==> src/rtl/lmu_pkg.sv <==
package lmu_pkg;
  localparam int MODE_W = 3;

  typedef enum logic [MODE_W-1:0] {
    MODE_MUL_LO = 3'd0,
    MODE_MUL_HI = 3'd1,
    MODE_MADD   = 3'd2,
    MODE_ILV_LO = 3'd3,
    MODE_ILV_HI = 3'd4
  } lmu_mode_e;
endpackage

==> src/rtl/lmu_lane_mult.sv <==
module lmu_lane_mult #(
  parameter int LANE_W = 16
) (
  input  logic [LANE_W-1:0]          a,
  input  logic [LANE_W-1:0]          b,
  output logic signed [2*LANE_W-1:0] prod
);
  localparam int PROD_W = 2 * LANE_W;

  logic signed [PROD_W-1:0] a_ext;
  logic signed [PROD_W-1:0] b_ext;

  // sign-extend to full product width so the product keeps its sign
  assign a_ext = {{LANE_W{a[LANE_W-1]}}, a};
  assign b_ext = {{LANE_W{b[LANE_W-1]}}, b};
  assign prod  = a_ext * b_ext;
endmodule

==> src/rtl/lmu_interleave.sv <==
module lmu_interleave #(
  parameter int LANE_W = 16,
  parameter int LANES  = 4
) (
  input  logic [LANE_W*LANES-1:0] a,
  input  logic [LANE_W*LANES-1:0] b,
  input  logic                    sel_high,
  output logic [LANE_W*LANES-1:0] ilv
);
  localparam int HALF = LANES / 2;

  for (genvar k = 0; k < HALF; k++) begin : g_pair
    assign ilv[(2*k)*LANE_W +: LANE_W] =
      sel_high ? a[(k+HALF)*LANE_W +: LANE_W] : a[k*LANE_W +: LANE_W];
    assign ilv[(2*k+1)*LANE_W +: LANE_W] =
      sel_high ? b[(k+HALF)*LANE_W +: LANE_W] : b[k*LANE_W +: LANE_W];
  end
endmodule

==> src/rtl/lmu_combine.sv <==
module lmu_combine
  import lmu_pkg::*;
#(
  parameter int LANE_W = 16,
  parameter int LANES  = 4
) (
  input  logic [LANES*2*LANE_W-1:0] prods,
  input  logic [LANE_W*LANES-1:0]   ilv,
  input  logic [MODE_W-1:0]         mode,
  output logic [LANE_W*LANES-1:0]   result
);
  localparam int PROD_W = 2 * LANE_W;
  localparam int DATA_W = LANE_W * LANES;
  localparam int PAIRS  = LANES / 2;

  logic [DATA_W-1:0] lo_vec;
  logic [DATA_W-1:0] hi_vec;
  logic [DATA_W-1:0] sum_vec;

  for (genvar i = 0; i < LANES; i++) begin : g_half
    assign lo_vec[i*LANE_W +: LANE_W] = prods[i*PROD_W +: LANE_W];
    assign hi_vec[i*LANE_W +: LANE_W] = prods[i*PROD_W + LANE_W +: LANE_W];
  end

  for (genvar p = 0; p < PAIRS; p++) begin : g_sum
    // modular sum: no saturation on the pair total
    assign sum_vec[p*PROD_W +: PROD_W] =
      prods[(2*p)*PROD_W +: PROD_W] + prods[(2*p+1)*PROD_W +: PROD_W];
  end

  always_comb begin
    case (mode)
      MODE_MUL_LO:                result = lo_vec;
      MODE_MUL_HI:                result = hi_vec;
      MODE_MADD:                  result = sum_vec;
      MODE_ILV_LO, MODE_ILV_HI:   result = ilv;
      default:                    result = '0;
    endcase
  end
endmodule

==> src/rtl/lane_mul_unit.sv <==
module lane_mul_unit
  import lmu_pkg::*;
#(
  parameter int LANE_W = 16,
  parameter int LANES  = 4
) (
  input  logic                     clk,
  input  logic                     rst,
  input  logic                     in_valid,
  output logic                     in_ready,
  input  logic [MODE_W-1:0]        in_mode,
  input  logic [LANE_W*LANES-1:0]  in_a,
  input  logic [LANE_W*LANES-1:0]  in_b,
  output logic                     out_valid,
  input  logic                     out_ready,
  output logic [LANE_W*LANES-1:0]  out_data
);
  localparam int DATA_W = LANE_W * LANES;
  localparam int PROD_W = 2 * LANE_W;
  localparam int PVEC_W = PROD_W * LANES;

  // ---------------- stage 0: lane multipliers and word interleave
  logic [PVEC_W-1:0] prod_vec;
  logic [DATA_W-1:0] ilv_vec;

  for (genvar i = 0; i < LANES; i++) begin : g_lane
    logic signed [PROD_W-1:0] lane_prod;
    lmu_lane_mult #(.LANE_W(LANE_W)) u_mult (
      .a    (in_a[i*LANE_W +: LANE_W]),
      .b    (in_b[i*LANE_W +: LANE_W]),
      .prod (lane_prod)
    );
    assign prod_vec[i*PROD_W +: PROD_W] = lane_prod;
  end

  lmu_interleave #(.LANE_W(LANE_W), .LANES(LANES)) u_ilv (
    .a        (in_a),
    .b        (in_b),
    .sel_high (in_mode == MODE_ILV_HI),
    .ilv      (ilv_vec)
  );

  // ---------------- pipeline advance control
  logic s1_v, s2_v;
  logic s1_load, s2_load;

  assign s2_load  = !s2_v || out_ready;
  assign s1_load  = !s1_v || s2_load;
  assign in_ready = s1_load;

  // ---------------- stage 1 registers
  logic [PVEC_W-1:0] s1_prod;
  logic [DATA_W-1:0] s1_ilv;
  logic [MODE_W-1:0] s1_mode;

  always_ff @(posedge clk) begin
    if (rst) begin
      s1_v    <= 1'b0;
      s1_prod <= '0;
      s1_ilv  <= '0;
      s1_mode <= '0;
    end else if (s1_load) begin
      s1_v <= in_valid;
      if (in_valid) begin
        s1_prod <= prod_vec;
        s1_ilv  <= ilv_vec;
        s1_mode <= in_mode;
      end
    end
  end

  // ---------------- stage 1 to 2: result selection
  logic [DATA_W-1:0] s1_result;

  lmu_combine #(.LANE_W(LANE_W), .LANES(LANES)) u_comb (
    .prods  (s1_prod),
    .ilv    (s1_ilv),
    .mode   (s1_mode),
    .result (s1_result)
  );

  // ---------------- stage 2 registers
  logic [DATA_W-1:0] s2_data;

  always_ff @(posedge clk) begin
    if (rst) begin
      s2_v    <= 1'b0;
      s2_data <= '0;
    end else if (s2_load) begin
      s2_v <= s1_v;
      if (s1_v) s2_data <= s1_result;
    end
  end

  assign out_valid = s2_v;
  assign out_data  = s2_data;
endmodule

==> config.mk <==
export PLATFORM = sky130hd
export DESIGN_NAME = lane_mul_unit
export DESIGN_NICKNAME = d
export VERILOG_FILES = /design/src/rtl/lmu_pkg.sv /design/src/rtl/lmu_lane_mult.sv /design/src/rtl/lmu_interleave.sv /design/src/rtl/lmu_combine.sv /design/src/rtl/lane_mul_unit.sv
export SDC_FILE = /design/constraint.sdc
export NUM_CORES = 2
export LEC_CHECK = 0
export BUFFER_PORTS_ARGS = -buffer_cell sky130_fd_sc_hd__buf_2
export CAP_MARGIN = 20
export CORE_MARGIN = 2
export CORE_UTILIZATION = 45
export DETAILED_ROUTE_END_ITERATION = 10
export PLACE_DENSITY = 0.62
export SKIP_LAST_GASP = 1
export SLEW_MARGIN = 5
export SYNTH_ARGS = -nofsm -noshare
export SYNTH_HDL_FRONTEND = slang
export SYNTH_HIERARCHICAL = 1
export SYNTH_SLANG_ARGS = --single-unit
==> constraint.sdc <==
create_clock -name clk -period 7.8 [get_ports clk]
set_input_delay 0.39 -clock clk [delete_from_list [all_inputs] [get_ports clk]]
set_output_delay 0.39 -clock clk [all_outputs]
set_load 0.01 [all_outputs]
# ---- Yosys cells after proc, flatten, opt, wreduce, memory -nomap -nowiden
# Index checks and enable logic that the tools add are counted.
dict set report op_classes {
  n_mul 4
  n_reduce_logical 8
  muxes 5
  addsub 2
  n_eq_ne 5
}
# operator count
set ops {}
lappend ops {{64-bit case mux with 4 select lines} 1}
lappend ops {{16-bit by 16-bit multiplier with 32-bit output} 4}
lappend ops {{32-bit adder} 2}
lappend ops {{16-bit two-way mux} 4}
lappend ops {{3-bit by 2-bit == test with 1-bit output, second input constant} 2}
lappend ops {{3-bit == test, second input constant} 2}
lappend ops {{2-bit AND reduction} 2}
lappend ops {{3-bit by 1-bit == test with 1-bit output, second input constant} 1}
lappend ops {{3-bit logical NOT} 1}
lappend ops {{1-bit logical NOT} 2}
lappend ops {{1-bit logical OR} 2}
lappend ops {{2-bit OR reduction} 1}
dict set report word_totals {
  output_inout_bits 66
  input_bits 135
  wordCells 30
  reg_bits 261
}

# ---- Depth between registers and ports, before layout
dict set report depth {
  word_depth 4
  mapped_depth 24
  mapped_depth_nobuf 23
}

# ---- Cells and area by module
# Netlist, hierarchy kept.
# module instances area_each_um2 cells_each seq_area_each_um2
set by_module_without_submodules {}
lappend by_module_without_submodules {{lmu_lane_mult (g_lane[0].u_mult ...)} 3 9963.3 1106 0.0}
lappend by_module_without_submodules {lane_mul_unit 1 11174.5 1148 5225.0}
lappend by_module_without_submodules {{lmu_lane_mult (g_lane[3].u_mult)} 1 9840.7 1075 0.0}
lappend by_module_without_submodules {lmu_combine 1 5684.2 835 0.0}
lappend by_module_without_submodules {lmu_interleave 1 1077.3 71 0.0}

# ---- Least setup slack after synthesis
# Ideal clock, no wire load.
dict set report synth_timing {
  path_kind {input -> register}
  startpoint {in in_b[49]}
  endpoint {reg s1_prod[127]}
  cell_stages 21
  arrival_time_ns 6.010
  setup_ns 0.072
  slack_ns 1.719
  n_path_buf 1
  required_ns 7.728
  path_cell_list {clkbuf_1 nand2_1 inv_1 fa_1 fa_1 fa_1 fa_1 fa_1 inv_1 fa_1 inv_1 ha_1 a211o_1 or3b_1 a31o_2 a2111oi_2 o21bai_1 a21oi_1 xnor2_1 nand2b_1 mux2i_1}
}
dict set report synth_via {
  elab_chain_len 1
}
# element line
set synth_lines {}
lappend synth_lines {{start, declared} lane_mul_unit.sv:13} ;# input logic [LANE_W*LANES-1:0] in_b,
lappend synth_lines {{16-bit by 16-bit multiplier with 32-bit output} lmu_lane_mult.sv:16} ;# assign prod = a_ext * b_ext;
lappend synth_lines {{net g_lane[3].lane_prod[31]} lane_mul_unit.sv:27} ;# logic signed [PROD_W-1:0] lane_prod;
lappend synth_lines {{end signal, assigned} lane_mul_unit.sv:65} ;# s1_prod <= prod_vec;
lappend synth_lines {{end, declared} lane_mul_unit.sv:52} ;# logic [PVEC_W-1:0] s1_prod;
# The timed path passes the listed nets, and every way through them passes these cells.
# A chain may end at the register's enable or synchronous reset.

# ---- Final worst setup path
dict set report layout_timing {
  startpoint {in in_b[17]}
  endpoint {reg s1_prod[62]}
}
dict set report layout_via {
  elab_chain_len 1
}
# element line
set layout_lines {}
lappend layout_lines {{16-bit by 16-bit multiplier with 32-bit output} lmu_lane_mult.sv:16}
lappend layout_lines {{net g_lane[1].lane_prod[30]} lane_mul_unit.sv:27}
# The timed path passes the listed nets, and every way through them passes these cells.

==> flow_summary.ini <==
[status]
status = finished clean

[drt]
wl_per_cell_um = 19.8
drc = 0
via_per_inst = 5.42
antenna_left = 0
wl_um = 160000
first_pass_iters = 7
first_iter_violations = 2755
vias = 43800

[worst_setup_path]
crit_arrival_ns = 6.50
critPathKind = in -> reg
cpMostUsedCell = fa_1
r2r_slack_ns = 4.01
crit_fanout = 17
endpoint_kind = flip-flop
crit_slowest_cell = fa_1
cp_cell_sequence = buf_2 -> nand2_1 -> fa_1 -> fa_1 -> fa_1 -> inv_1 -> fa_1 -> fa_1 -> inv_1 -> fa_1 -> inv_1 -> ha_1 -> a211o_1 -> and2_1 -> a221o_1 -> o21ai_2 -> a21oi_1 -> o211a_1 -> a211oi_1 -> nand2b_1 -> mux2i_1
reg2reg_to = out_data[62]
r2r-start = s1_prod[96]
r2r_cells = 14
cp-start-kind = input port
critPathRequiredTime_ns = 8.31
critPathMaxStageDelay_ns = 0.54

[place]
place_congestion = 0.940
place_hpwl_um = 127000
place_ws_ns = 1.21
io_buffers = 200
postPlaceCellArea_um2 = 59500

[min_path]
hold_path.class = in -> reg
holdPathEnd = s1_v
hp-start = in_valid
hold_depth = 3

[yosys]
ys_seq_elements = 261
synth_cell_types = 93
synthArstFlopShare_pct = 0
syn_area_um2 = 57700
yosys_warnings = 6
synth-main-ff-cell = dfxtp_1
synth_fp_nets = 8022
synth_edf_count = 0
ys_seq_area_share_pct = 9.06
syn_area_per_cell_um2 = 8.94
postSynthCellCount = 6447

[clock_tree]
clockBufferDepth = 3
cts_tree = built
clk_pin_slew_ns = 0.06
htreeDepth = 1
post_cts_resized = 0
cts.sinks = 261
ctsHoldBuffers = 0
insertion_delay_ns = 0.59
cts-buffers-inserted = 27
root_buffer = clkbuf_16
cts_setup_buffers = 0

[floorplanning]
dieHeight_um = 362
boundaryPins = 201
fp.coreArea_um2 = 127000
die-area_um2 = 131000
die_x_um = 362
rows = 131
start_util_pct = 45.3

[grt]
grt-ovfl-total = 0
track_usage_pct = 24.8
grt_max_degree = 221
grt_pass1_vias = 45800
antenna_found_initial = 6
grt_first_pass_wirelength_um = 258000

[cells_and_area]
final_cell_mix = inv_1, fa_1, nand2_1
fin_nets = 7966
drive_above_1_share_pct = 6.25
areaGrowthSynthToFinish_pct = 4.83
layout_commonest_cell = inv_1
final_area_um2 = 60500

[timing]
post-route-min-period_ns = 5.99
setup_viol = 0
fin_crit_sh_pct = 76.7
setup_ws_ns = 1.81
finalHoldViolCount = 0
fmax_mhz = 167
holdWs_ns = 0.0443
tns_ns = 0
worstMarginPinSlew_ns = 1.07
slew_violations = 0
fin_skew_ns = 0.0172
relSlewSlack_pct = 28.8
grt_setup_unrepaired = false

[run]
drv_cap = 0
[registers in the layout, summed over array words and instances, names as in the netlist]
signal and cells:
s1_ilv 64, s1_mode 3, out_valid 1, s1_v 1, s1_prod 128, out_data 64
[per-layer routing]
metal / routed length [µm] / vias up / global-route usage, % / share of wire (%)
li1: - / 20000 / - / -
met1: 68300 / 22400 / 32.9 / 43
met2: 77300 / 1156 / 42.2 / 48
met3: 8500 / 270 / 3.27 / 5.3
met4: 5870 / 2 / 7.87 / 3.7
met5: 18 / - / 0 / 0.011
[how the worst max path moves through the flow]
stage,slack (ns),depth (start not counted),start,endpoint
5_1_grt,1.44,21,in_b[17],s1_prod[58]
6_report,1.81,21,in_b[17],s1_prod[62]
4_1_cts,1.80,21,in_b[17],s1_prod[62]
2_1_floorplan,1.72,21,in_b[49],s1_prod[127]
3_3_place_gp,1.26,24,in_a[55],s1_prod[126]
3_5_place_dp,1.21,21,in_b[17],s1_prod[62]
[area by class of cell]
cell class	instances	area [µm²]
well taps	1662	2080
clock buffers	34	732
fillers	12200	66900
clock inverters	15	178
inverters	1197	4490
flip-flops and latches	261	5230
diodes	1	2.50
multi-input cells	4685	46600
repair buffers	219	1180
[metrics by stage]
stage          std cells  util (%)
2_1_floorplan       6447         -
3_3_place_gp        8023      46.7
3_5_place_dp        8023      46.7
4_1_cts             8072      47.4
5_1_grt             8074      47.5
6_report            8074      47.5
[synthesized netlist by cell type (47+ instances only)]
library cell | number | area share [%]
clkbuf_1 | 239 | 1.6
nand3_1 | 102 | 0.89
xnor2_1 | 112 | 1.7
nand2b_1 | 416 | 4.5
nand2_1 | 597 | 3.9
dfxtp_1 | 261 | 9.1
a21o_1 | 69 | 0.90
fa_1 | 1050 | 36
and2_1 | 503 | 5.5
mux2i_1 | 255 | 4.4
inv_1 | 1195 | 7.8
a21oi_1 | 226 | 2.0
xor2_1 | 53 | 0.80
nor3_1 | 47 | 0.41
o21ai_0 | 150 | 1.3
ha_1 | 390 | 8.5
mux2_4 | 60 | 1.6
nor2_1 | 189 | 1.2
[critical path: cells and delay by family]
kind            cells  cell delay [ns]
buf+inv             4             0.62
compound gates      6             1.50
simple gates        3             0.42
mux                 1             0.11
fa+ha+maj           7             3.44
[kinds of logic (layout without fill, tap and decap cells)]
family                   after synthesis  after routing  synth area share, %
flip-flops                           261            261                 9.06
AO/OA/AOI/OAI                        757            757                 8.72
AND/OR/NAND/NOR                     1996           1996                 18.2
XOR/XNOR                             165            165                 2.51
other                                  0              1                    0
adder cells (fa/ha/maj)             1440           1440                 44.9
multiplexers                         327            327                 6.38
buffers and inverters               1501           1465                 10.2
Power is left out: the tool's default activity adds up to more than one toggle a clock period on the data nets, which glitch-free logic cannot reach.
